<file path="src/rtl/mdio_ctl_pkg.sv">
package mdio_ctl_pkg;

    // Frame geometry (bit times on the wire)
    localparam int PRE_BITS    = 32;
    localparam int FRAME_BITS  = 64;
    localparam int HDR_BITS    = 46;   // preamble .. register address
    localparam int DATA_FIRST  = 48;   // first data bit time
    localparam int IDX_W       = $clog2(FRAME_BITS);
    localparam int RDY_POS     = 28;

    typedef enum logic [1:0] {
        OPC_RSV0  = 2'b00,
        OPC_WRITE = 2'b01,
        OPC_READ  = 2'b10,
        OPC_RSV3  = 2'b11
    } mdio_opc_e;

    // Occupies register bits 27:0 in this order
    typedef struct packed {
        mdio_opc_e   opc;
        logic [4:0]  phy;
        logic [4:0]  rgad;
        logic [15:0] data;
    } mdio_cmd_t;

    function automatic mdio_cmd_t unpack_cmd(input logic [27:0] w);
        mdio_cmd_t c;
        c.opc  = mdio_opc_e'(w[27:26]);
        c.phy  = w[25:21];
        c.rgad = w[20:16];
        c.data = w[15:0];
        return c;
    endfunction

    function automatic logic [31:0] pack_reg(input mdio_cmd_t c, input logic rdy);
        return {3'b000, rdy, c};
    endfunction

    function automatic logic is_xfer(input mdio_opc_e o);
        return (o == OPC_WRITE) || (o == OPC_READ);
    endfunction

    function automatic logic [FRAME_BITS-1:0] build_frame(input mdio_cmd_t c);
        logic [1:0]  ta;
        logic [15:0] payload;
        ta      = (c.opc == OPC_READ) ? 2'b11 : 2'b10;
        payload = (c.opc == OPC_READ) ? 16'hFFFF : c.data;
        return {{PRE_BITS{1'b1}}, 2'b01, c.opc, c.phy, c.rgad, ta, payload};
    endfunction

endpackage

</file>
<file path="src/rtl/mdio_clk_gen.sv">
module mdio_clk_gen #(
    parameter int DIV = 4
) (
    input  logic clk,
    input  logic rst,
    input  logic run,
    output logic mdc,
    output logic rise_stb,
    output logic fall_stb
);
    localparam int            CW   = (DIV > 1) ? $clog2(DIV) : 1;
    localparam logic [CW-1:0] LAST = CW'(DIV - 1);

    logic [CW-1:0] cnt;
    logic          wrap;

    assign wrap     = run && (cnt == LAST);
    assign rise_stb = wrap && !mdc;
    assign fall_stb = wrap && mdc;

    always_ff @(posedge clk) begin
        if (rst || !run) begin
            cnt <= '0;
            mdc <= 1'b0;
        end else if (wrap) begin
            cnt <= '0;
            mdc <= !mdc;
        end else begin
            cnt <= cnt + CW'(1);
        end
    end
endmodule

</file>
<file path="src/rtl/mdio_frame_seq.sv">
module mdio_frame_seq
    import mdio_ctl_pkg::*;
(
    input  logic        clk,
    input  logic        rst,
    input  logic        start,
    input  mdio_cmd_t   cmd,
    input  logic        rise_stb,
    input  logic        fall_stb,
    input  logic        mdio_i,
    output logic        active,
    output logic        mdio_o,
    output logic        mdio_oe,
    output logic        done,
    output logic [15:0] rdata
);
    logic [FRAME_BITS-1:0] sr;
    logic [IDX_W-1:0]      idx;
    logic                  rd;
    logic                  last;

    assign last    = (idx == IDX_W'(FRAME_BITS - 1));
    assign done    = active && fall_stb && last;
    assign mdio_o  = active && sr[FRAME_BITS-1];
    assign mdio_oe = active && (!rd || (idx < IDX_W'(HDR_BITS)));

    always_ff @(posedge clk) begin
        if (rst) begin
            active <= 1'b0;
            sr     <= '0;
            idx    <= '0;
            rd     <= 1'b0;
            rdata  <= '0;
        end else if (start && !active) begin
            active <= 1'b1;
            sr     <= build_frame(cmd);
            idx    <= '0;
            rd     <= (cmd.opc == OPC_READ);
        end else if (active) begin
            if (rise_stb && rd && (idx >= IDX_W'(DATA_FIRST)))
                rdata <= {rdata[14:0], mdio_i};
            if (fall_stb) begin
                if (last) begin
                    active <= 1'b0;
                end else begin
                    sr  <= {sr[FRAME_BITS-2:0], 1'b1};
                    idx <= idx + IDX_W'(1);
                end
            end
        end
    end
endmodule

</file>
<file path="src/rtl/mdio_cmd_reg.sv">
module mdio_cmd_reg
    import mdio_ctl_pkg::*;
(
    input  logic        clk,
    input  logic        rst,
    input  logic        we,
    input  logic [27:0] wfields,
    input  logic        frame_done,
    input  logic [15:0] rdata_in,
    output mdio_cmd_t   next_cmd,
    output logic        start,
    output logic [31:0] reg_q,
    output logic        evt
);
    mdio_cmd_t cur;
    logic      rdy;
    logic      accept;

    assign next_cmd = unpack_cmd(wfields);
    assign accept   = we && rdy;
    assign start    = accept && is_xfer(next_cmd.opc);
    assign reg_q    = pack_reg(cur, rdy);

    always_ff @(posedge clk) begin
        if (rst) begin
            cur <= '0;
            rdy <= 1'b1;
            evt <= 1'b0;
        end else begin
            evt <= 1'b0;
            if (accept) begin
                cur <= next_cmd;
                if (is_xfer(next_cmd.opc)) begin
                    rdy <= 1'b0;
                end else begin
                    rdy <= 1'b1;
                    evt <= 1'b1;
                end
            end else if (frame_done) begin
                rdy <= 1'b1;
                evt <= 1'b1;
                if (cur.opc == OPC_READ)
                    cur.data <= rdata_in;
            end
        end
    end
endmodule

</file>
<file path="src/rtl/mdio_mgmt_ctl.sv">
module mdio_mgmt_ctl
    import mdio_ctl_pkg::*;
#(
    parameter int CLK_DIV = 4
) (
    input  logic        clk,
    input  logic        rst,
    input  logic        cmd_we,
    input  logic [31:0] cmd_wdata,
    output logic [31:0] cmd_rdata,
    output logic        mdc,
    output logic        mdio_o,
    output logic        mdio_oe,
    input  logic        mdio_i,
    output logic        mgmt_done
);
    mdio_cmd_t   nxt_cmd;
    logic        start;
    logic        active;
    logic        rise_stb;
    logic        fall_stb;
    logic        frame_done;
    logic [15:0] rdata;
    logic [3:0]  unused_hi_bits;

    assign unused_hi_bits = cmd_wdata[31:28];

    mdio_cmd_reg u_reg (
        .clk        (clk),
        .rst        (rst),
        .we         (cmd_we),
        .wfields    (cmd_wdata[27:0]),
        .frame_done (frame_done),
        .rdata_in   (rdata),
        .next_cmd   (nxt_cmd),
        .start      (start),
        .reg_q      (cmd_rdata),
        .evt        (mgmt_done)
    );

    mdio_clk_gen #(.DIV(CLK_DIV)) u_clk (
        .clk      (clk),
        .rst      (rst),
        .run      (active),
        .mdc      (mdc),
        .rise_stb (rise_stb),
        .fall_stb (fall_stb)
    );

    mdio_frame_seq u_seq (
        .clk      (clk),
        .rst      (rst),
        .start    (start),
        .cmd      (nxt_cmd),
        .rise_stb (rise_stb),
        .fall_stb (fall_stb),
        .mdio_i   (mdio_i),
        .active   (active),
        .mdio_o   (mdio_o),
        .mdio_oe  (mdio_oe),
        .done     (frame_done),
        .rdata    (rdata)
    );
endmodule

</file>
<file path="config.mk">
export PLATFORM = sky130hd
export DESIGN_NAME = mdio_mgmt_ctl
export DESIGN_NICKNAME = d
export VERILOG_FILES = /design/src/rtl/mdio_ctl_pkg.sv /design/src/rtl/mdio_clk_gen.sv /design/src/rtl/mdio_frame_seq.sv /design/src/rtl/mdio_cmd_reg.sv /design/src/rtl/mdio_mgmt_ctl.sv
export SDC_FILE = /design/constraint.sdc
export NUM_CORES = 1
export LEC_CHECK = 0
export ABC_AREA = 1
export ABC_CLOCK_PERIOD_IN_PS = 3200
export BUFFER_PORTS_ARGS = -buffer_cell sky130_fd_sc_hd__buf_4
export CAP_MARGIN = 10
export CORE_ASPECT_RATIO = 1.5
export CORE_MARGIN = 2
export CORE_UTILIZATION = 55
export DETAILED_ROUTE_END_ITERATION = 12
export PLACE_DENSITY_LB_ADDON = 0.2
export SLEW_MARGIN = 10
export SYNTH_ARGS = -nofsm -noshare
export SYNTH_HDL_FRONTEND = slang
export SYNTH_SLANG_ARGS = --single-unit
</file>
<file path="constraint.sdc">
create_clock -name clk -period 3.2 [get_ports clk]
set_input_delay 0.16 -clock clk [delete_from_list [all_inputs] [get_ports clk]]
set_output_delay 0.16 -clock clk [all_outputs]
set_load 0.05 [all_outputs]
</file>
Word level (Yosys, flattened, before mapping)
Cells that the tools add are included.
W data, S select, Z words.
Operators by class
  bitwise operators: 2
  magnitude comparators: 2
  multiplexer cells: 18
  reductions and logical operators: 28
  add/sub/neg operators: 2
  eq/ne operators: 6
Operators with widths (number)
  $mux W64: 4
  $mux W16: 4
  $logic_and A1 B1 Y1: 12
  $mux W1: 10
  $reduce_and A3 Y1: 3
  $reduce_bool A2 Y1: 4
  $add A6 B1 Y6 const B: 1
  $eq A2 B2 Y1 const B: 3
  $eq A6 B6 Y1 const B: 1
  $ge A6 B6 Y1 const B: 1
  $lt A6 B6 Y1 const B: 1
  $reduce_or A2 Y1: 2
  $logic_not A1 Y1: 3
  $logic_or A1 B1 Y1: 3
  $add A2 B1 Y2 const B: 1
  $eq A2 B1 Y1 const B: 1
  $ne A2 B2 Y1 const B: 1
  $not A1 Y1: 2
  $reduce_and A2 Y1: 1
Storage, ports and cells
  flip-flop bits (word level): 121
  input port bits: 36
  output and inout bits: 36
  logic and storage cells: 72

Longest topological paths before layout
  depth after elaboration: 7
  depth in mapped cells: 11
  depth with buffers taken out: 10

Modules after synthesis
A second synthesis with hierarchy kept.
Second synthesis, totals
  cells, all modules: 812
  area, all modules: 5652.9 µm²
By module, submodules not included
  mdio_frame_seq: sequential area each 1761.7 µm², area each 3782.4 µm², instances 1, cells each 532
  mdio_cmd_reg: sequential area each 600.6 µm², area each 1742.9 µm², instances 1, cells each 262
  mdio_clk_gen: sequential area each 60.1 µm², area each 127.6 µm², instances 1, cells each 18

Worst setup path after synthesis
Ideal clock, no wire load.
  path kind: reg-to-reg
  start: reg u_clk.mdc
  end: reg u_reg.cur (netlist bit u_reg.reg_q[0])
  clock period less this slack: 1.695 ns
  slack: 1.505 ns
  data arrival time: 1.578 ns
  library setup time: 0.117 ns
  stages on the path, launching flop included: 10
  buffers on the path: 2
  required time: 3.083 ns
  path through: dfxtp_1 inv_1 nor2_4 buf_6 nand2_4 nand2_8 buf_6 nand3_1 nand2_1 nor2_1
Between the ends
  cells in the longest elaborated chain, start to end: 5
RTL lines
  from (decl): line mdio_clk_gen.sv:7  | output logic mdc,
  from (signal assigned): line mdio_clk_gen.sv:27  | mdc <= !mdc;
  $logic_and A1 B1 Y1: line mdio_clk_gen.sv:19  | assign fall_stb = wrap && mdc;
  $logic_and A1 B1 Y1 (2 in a row): line mdio_frame_seq.sv:23  | assign done = active && fall_stb && last;
  $reduce_bool A2 Y1 (no line)
  $reduce_and A2 Y1 (no line)
  to (signal assigned): line mdio_cmd_reg.sv:32  | cur <= next_cmd;
  to (decl): line mdio_cmd_reg.sv:15  | mdio_cmd_t cur;
Every way passes these cells.
A chain may end at the register's enable or synchronous reset.

Worst setup path in the final report
  start: reg u_seq.idx[0]
  end: reg u_seq.sr[7]
Between the ends
  cells in the longest elaborated chain, start to end: 3
RTL lines
  from (decl): line mdio_frame_seq.sv:18  | logic [IDX_W-1:0] idx;
  from (signal assigned): line mdio_frame_seq.sv:47  | idx <= idx + IDX_W'(1);
  $eq A6 B6 Y1: line mdio_frame_seq.sv:22  | assign last = (idx == IDX_W'(FRAME_BITS - 1));
  $ne A2 B2 Y1 (no line)
  $reduce_and A3 Y1 (no line)
  to (signal assigned): line mdio_frame_seq.sv:36  | sr <= build_frame(cmd);
  to (signal assigned): line mdio_frame_seq.sv:46  | sr <= {sr[FRAME_BITS-2:0], 1'b1};
  to (decl): line mdio_frame_seq.sv:17  | logic [FRAME_BITS-1:0] sr;
Every way passes these cells.

==> results by group <==
Detailed routing
  – Initial drt markers: 313
  – Vias: 4892
  – Routed WL: 12.3 mm
  – # DRC: 0
  – Via density: 5.29
  – Wire per inst: 13.3 microns
  – Number of detailed-routing iterations run before antenna repair: 5
  – Detail Route Antenna Nets: 0

Die
  – Site row count: 43
  – Die Wd: 84.0 microns
  – Initial Util: 0.567
  – Die height: 124 microns
  – DIE AREA: 10400 sq um
  – I/O pins: 72
  – CORE AREA: 9310 sq um

Timing
  – FMAX: 0.434 GHz
  – Clock Skew: 0.00661 ns
  – Slew Viols, Final: 0
  – Final setup viols: 0
  – RSZ-0062 raised after global routing: false
  – Tmin final: 2.31 ns
  – Max_slew headroom: 0.490
  – Period utilization: 0.721
  – Setup TNS: 0 ns
  – Fin. Hold Viols: 0
  – Hold slack: 0.0100 ns
  – Least-Margin Pin Slew: 0.763 ns

Critical path
  – CP peak stage delay: 0.46 ns
  – Worst path slowest cell: buf_4
  – CP endpoint kind: flop
  – WP data required: 3.55 ns
  – Reg2Reg Launch Point: u_seq.idx[0]$_SDFFE_PP0P_
  – Crit-path max FO: 51
  – Crit path kind: flop to flop
  – WP data arrival: 2.66 ns
  – CP cell instances: ha_1 -> inv_1 -> nor2_1 -> nand2_2 -> nand2_4 -> buf_4 -> nand3_1 -> nand2_1 -> nand2_1 -> nand2_1
  – CP Launch Type: flop
  – R2R depth: 10
  – CP most frequent cell: nand2_1
  – Reg-to-reg endpoint: u_seq.sr[7]$_SDFFE_PP0P_
  – R2r setup slk: 0.89 ns

Layout
  – Layout cells sized above 1: 0.143
  – Synth-to-Final Area Change: 20.9%
  – Final Util: 0.685
  – Most frequent cells in the layout: nand2_1 (162), nor2_1 (144), dfxtp_1 (121)
  – ANT cells: 0
  – Most common cell after layout, fill and taps aside: nand2_1
  – Post-Layout Cell Count: 924
  – Final nets: 838

Power
  – Worst VDD drop: 0.596 mV
  – Cell Pwr Density: 676 nW/um^2
  – Leakage: 2.95 nW

Yosys
  – Synthesized flop and latch total: 121
  – Mapped Cells: 751
  – Yosys warnings: 0
  – Synth top area cells: dfxtp_1 (46%), nand2_1 (12%), nor2_1 (10%)
  – Post-synth top area share: 0.459
  – Post-synth top area cell: dfxtp_1
  – Post-Synthesis Cell Area: 5270 sq um
  – Synthesized area per cell: 7.02 sq um
  – Seq/Total Area, Yosys: 0.459
  – Synth cell types: 32

Placed design
  – Buffers on Ports: 64
  – RePlAce Congestion: 0.844
  – Post-DP HPWL: 8.11 mm
  – Dpl cells: 886

Min path
  – Hold Crit Depth: 3
  – Worst hold start: mdio_i
  – Type of the worst min-delay path: input port to flop
  – Min-Delay Endpoint: u_seq.rdata[0]$_SDFFE_PP0P_

Clock network
  – Clk root buf: clkbuf_16
  – H-tree depth: 4
  – Number of CTS-inserted buffers: 17
  – Clock Pin Slew Worst Setup and Hold Paths: 0.06 ns
  – Clock Latency Late Sink: 0.41 ns
  – CTS tree: yes
  – Post-cts sizing count: 0
  – Post-CTS Setup Inserts: 0
  – Num Clock Sinks: 121
  – CTS Buffer Depth: 2

Global route
  – Tot GR Track Use: 0.245
  – Antenna violations before repair: 0
  – Largest net degree at the start of global routing: 52
  – First-pass GRT wire length: 20.4 mm
  – Vias in the first global route: 4467
  – Grt ovf: 0

Status
  – Status: finished clean

Flow run
  – Max Cap Violations: 0
repair_timing:
item,4_1_cts,5_1_grt
endpoints found under the setup margin,0,0
hold buffers,5,1
hold endpoints to repair,5,1
registers in the layout (all words and copies together), names as in the netlist:
name	flops
u_seq.sr	64
u_reg.reg_q	28
u_seq.rdata	16
u_seq.idx	6
u_clk.cnt	2
u_clk.mdc	1
u_reg.evt	1
u_reg.rdy	1
u_seq.active	1
u_seq.rd	1
synth_stat cells (all sizes together):
cell type,count
nand2,168
nor2,146
dfxtp,121
o21ai,82
nand3,66
inv,61
a21oi,43
buf,34
clkbuf,16
ha,3
nor3,3
nand4,2
xor2,2
conb,1
nor3b,1
o22ai,1
o31ai,1
how the worst max path moves through the flow:
stage | startpoint | endpoint
global placement | u_seq.idx[0]$_SDFFE_PP0P_ | u_seq.sr[25]$_SDFFE_PP0P_
global route | u_seq.idx[0]$_SDFFE_PP0P_ | u_seq.sr[19]$_SDFFE_PP0P_
CTS | u_seq.idx[0]$_SDFFE_PP0P_ | u_seq.sr[7]$_SDFFE_PP0P_
finish | u_seq.idx[0]$_SDFFE_PP0P_ | u_seq.sr[7]$_SDFFE_PP0P_
detailed placement | u_seq.idx[0]$_SDFFE_PP0P_ | u_seq.sr[4]$_SDFFE_PP0P_
floorplan | u_clk.mdc$_SDFFE_PP0N_ | u_reg.reg_q[0]$_SDFFE_PP0P_
layout make-up:
class	count	area [sq um]
fillers	794	2930
flip-flops and latches	121	2420
multi-input cells	521	2340
repair buffers	77	593
clock buffers	21	460
inverters	61	229
clock inverters	11	194
well taps	112	140
layer usage:
layer / track usage / up-vias / wire, microns
li1: - / 2464 / -
met5: 0 / - / 0
met4: 0.0917 / 0 / 230
met2: 0.433 / 163 / 6280
met3: 0.0603 / 20 / 676
met1: 0.288 / 2245 / 5130
critical path: cells and delay by family, from the launching register on:
family / cells / cell delay (ns)
AND/OR/NAND/NOR: 7 / 1.07
buffers and inverters: 2 / 0.52
flip-flops: 1 / 0.40
adder cells (fa/ha/maj): 1 / 0.24
logic make-up after synthesis:
logic type / count (synthesis) / share of synthesized area
compound gates: 127 / 0.122
flops: 121 / 0.459
fa+ha+maj: 3 / 0.00712
buf+inv: 111 / 0.101
simple gates: 386 / 0.307
xor+xnor: 2 / 0.00332
other cells: 1 / 0.000711
through the flow:
| step | power, mW | setup WS [ns] | instance area, sq um |
|---|---|---|---|
| 5_1_grt | 4.47 | 0.635 | 6380 |
| 2_1_floorplan | 2.09 | 1.51 | 5280 |
| 3_3_place_gp | 2.22 | 1.04 | 5660 |
| 4_1_cts | 4.32 | 0.901 | 6360 |
| 6_report | 4.31 | 0.894 | 6380 |
| 3_5_place_dp | 2.23 | 0.983 | 5660 |
power by group:
part | internal, mW | switching, mW
clock network | 1.42 | 0.677
registers | 1.61 | 0.0556
logic | 0.178 | 0.367
Note: power is estimated with default switching activity, not from simulation.
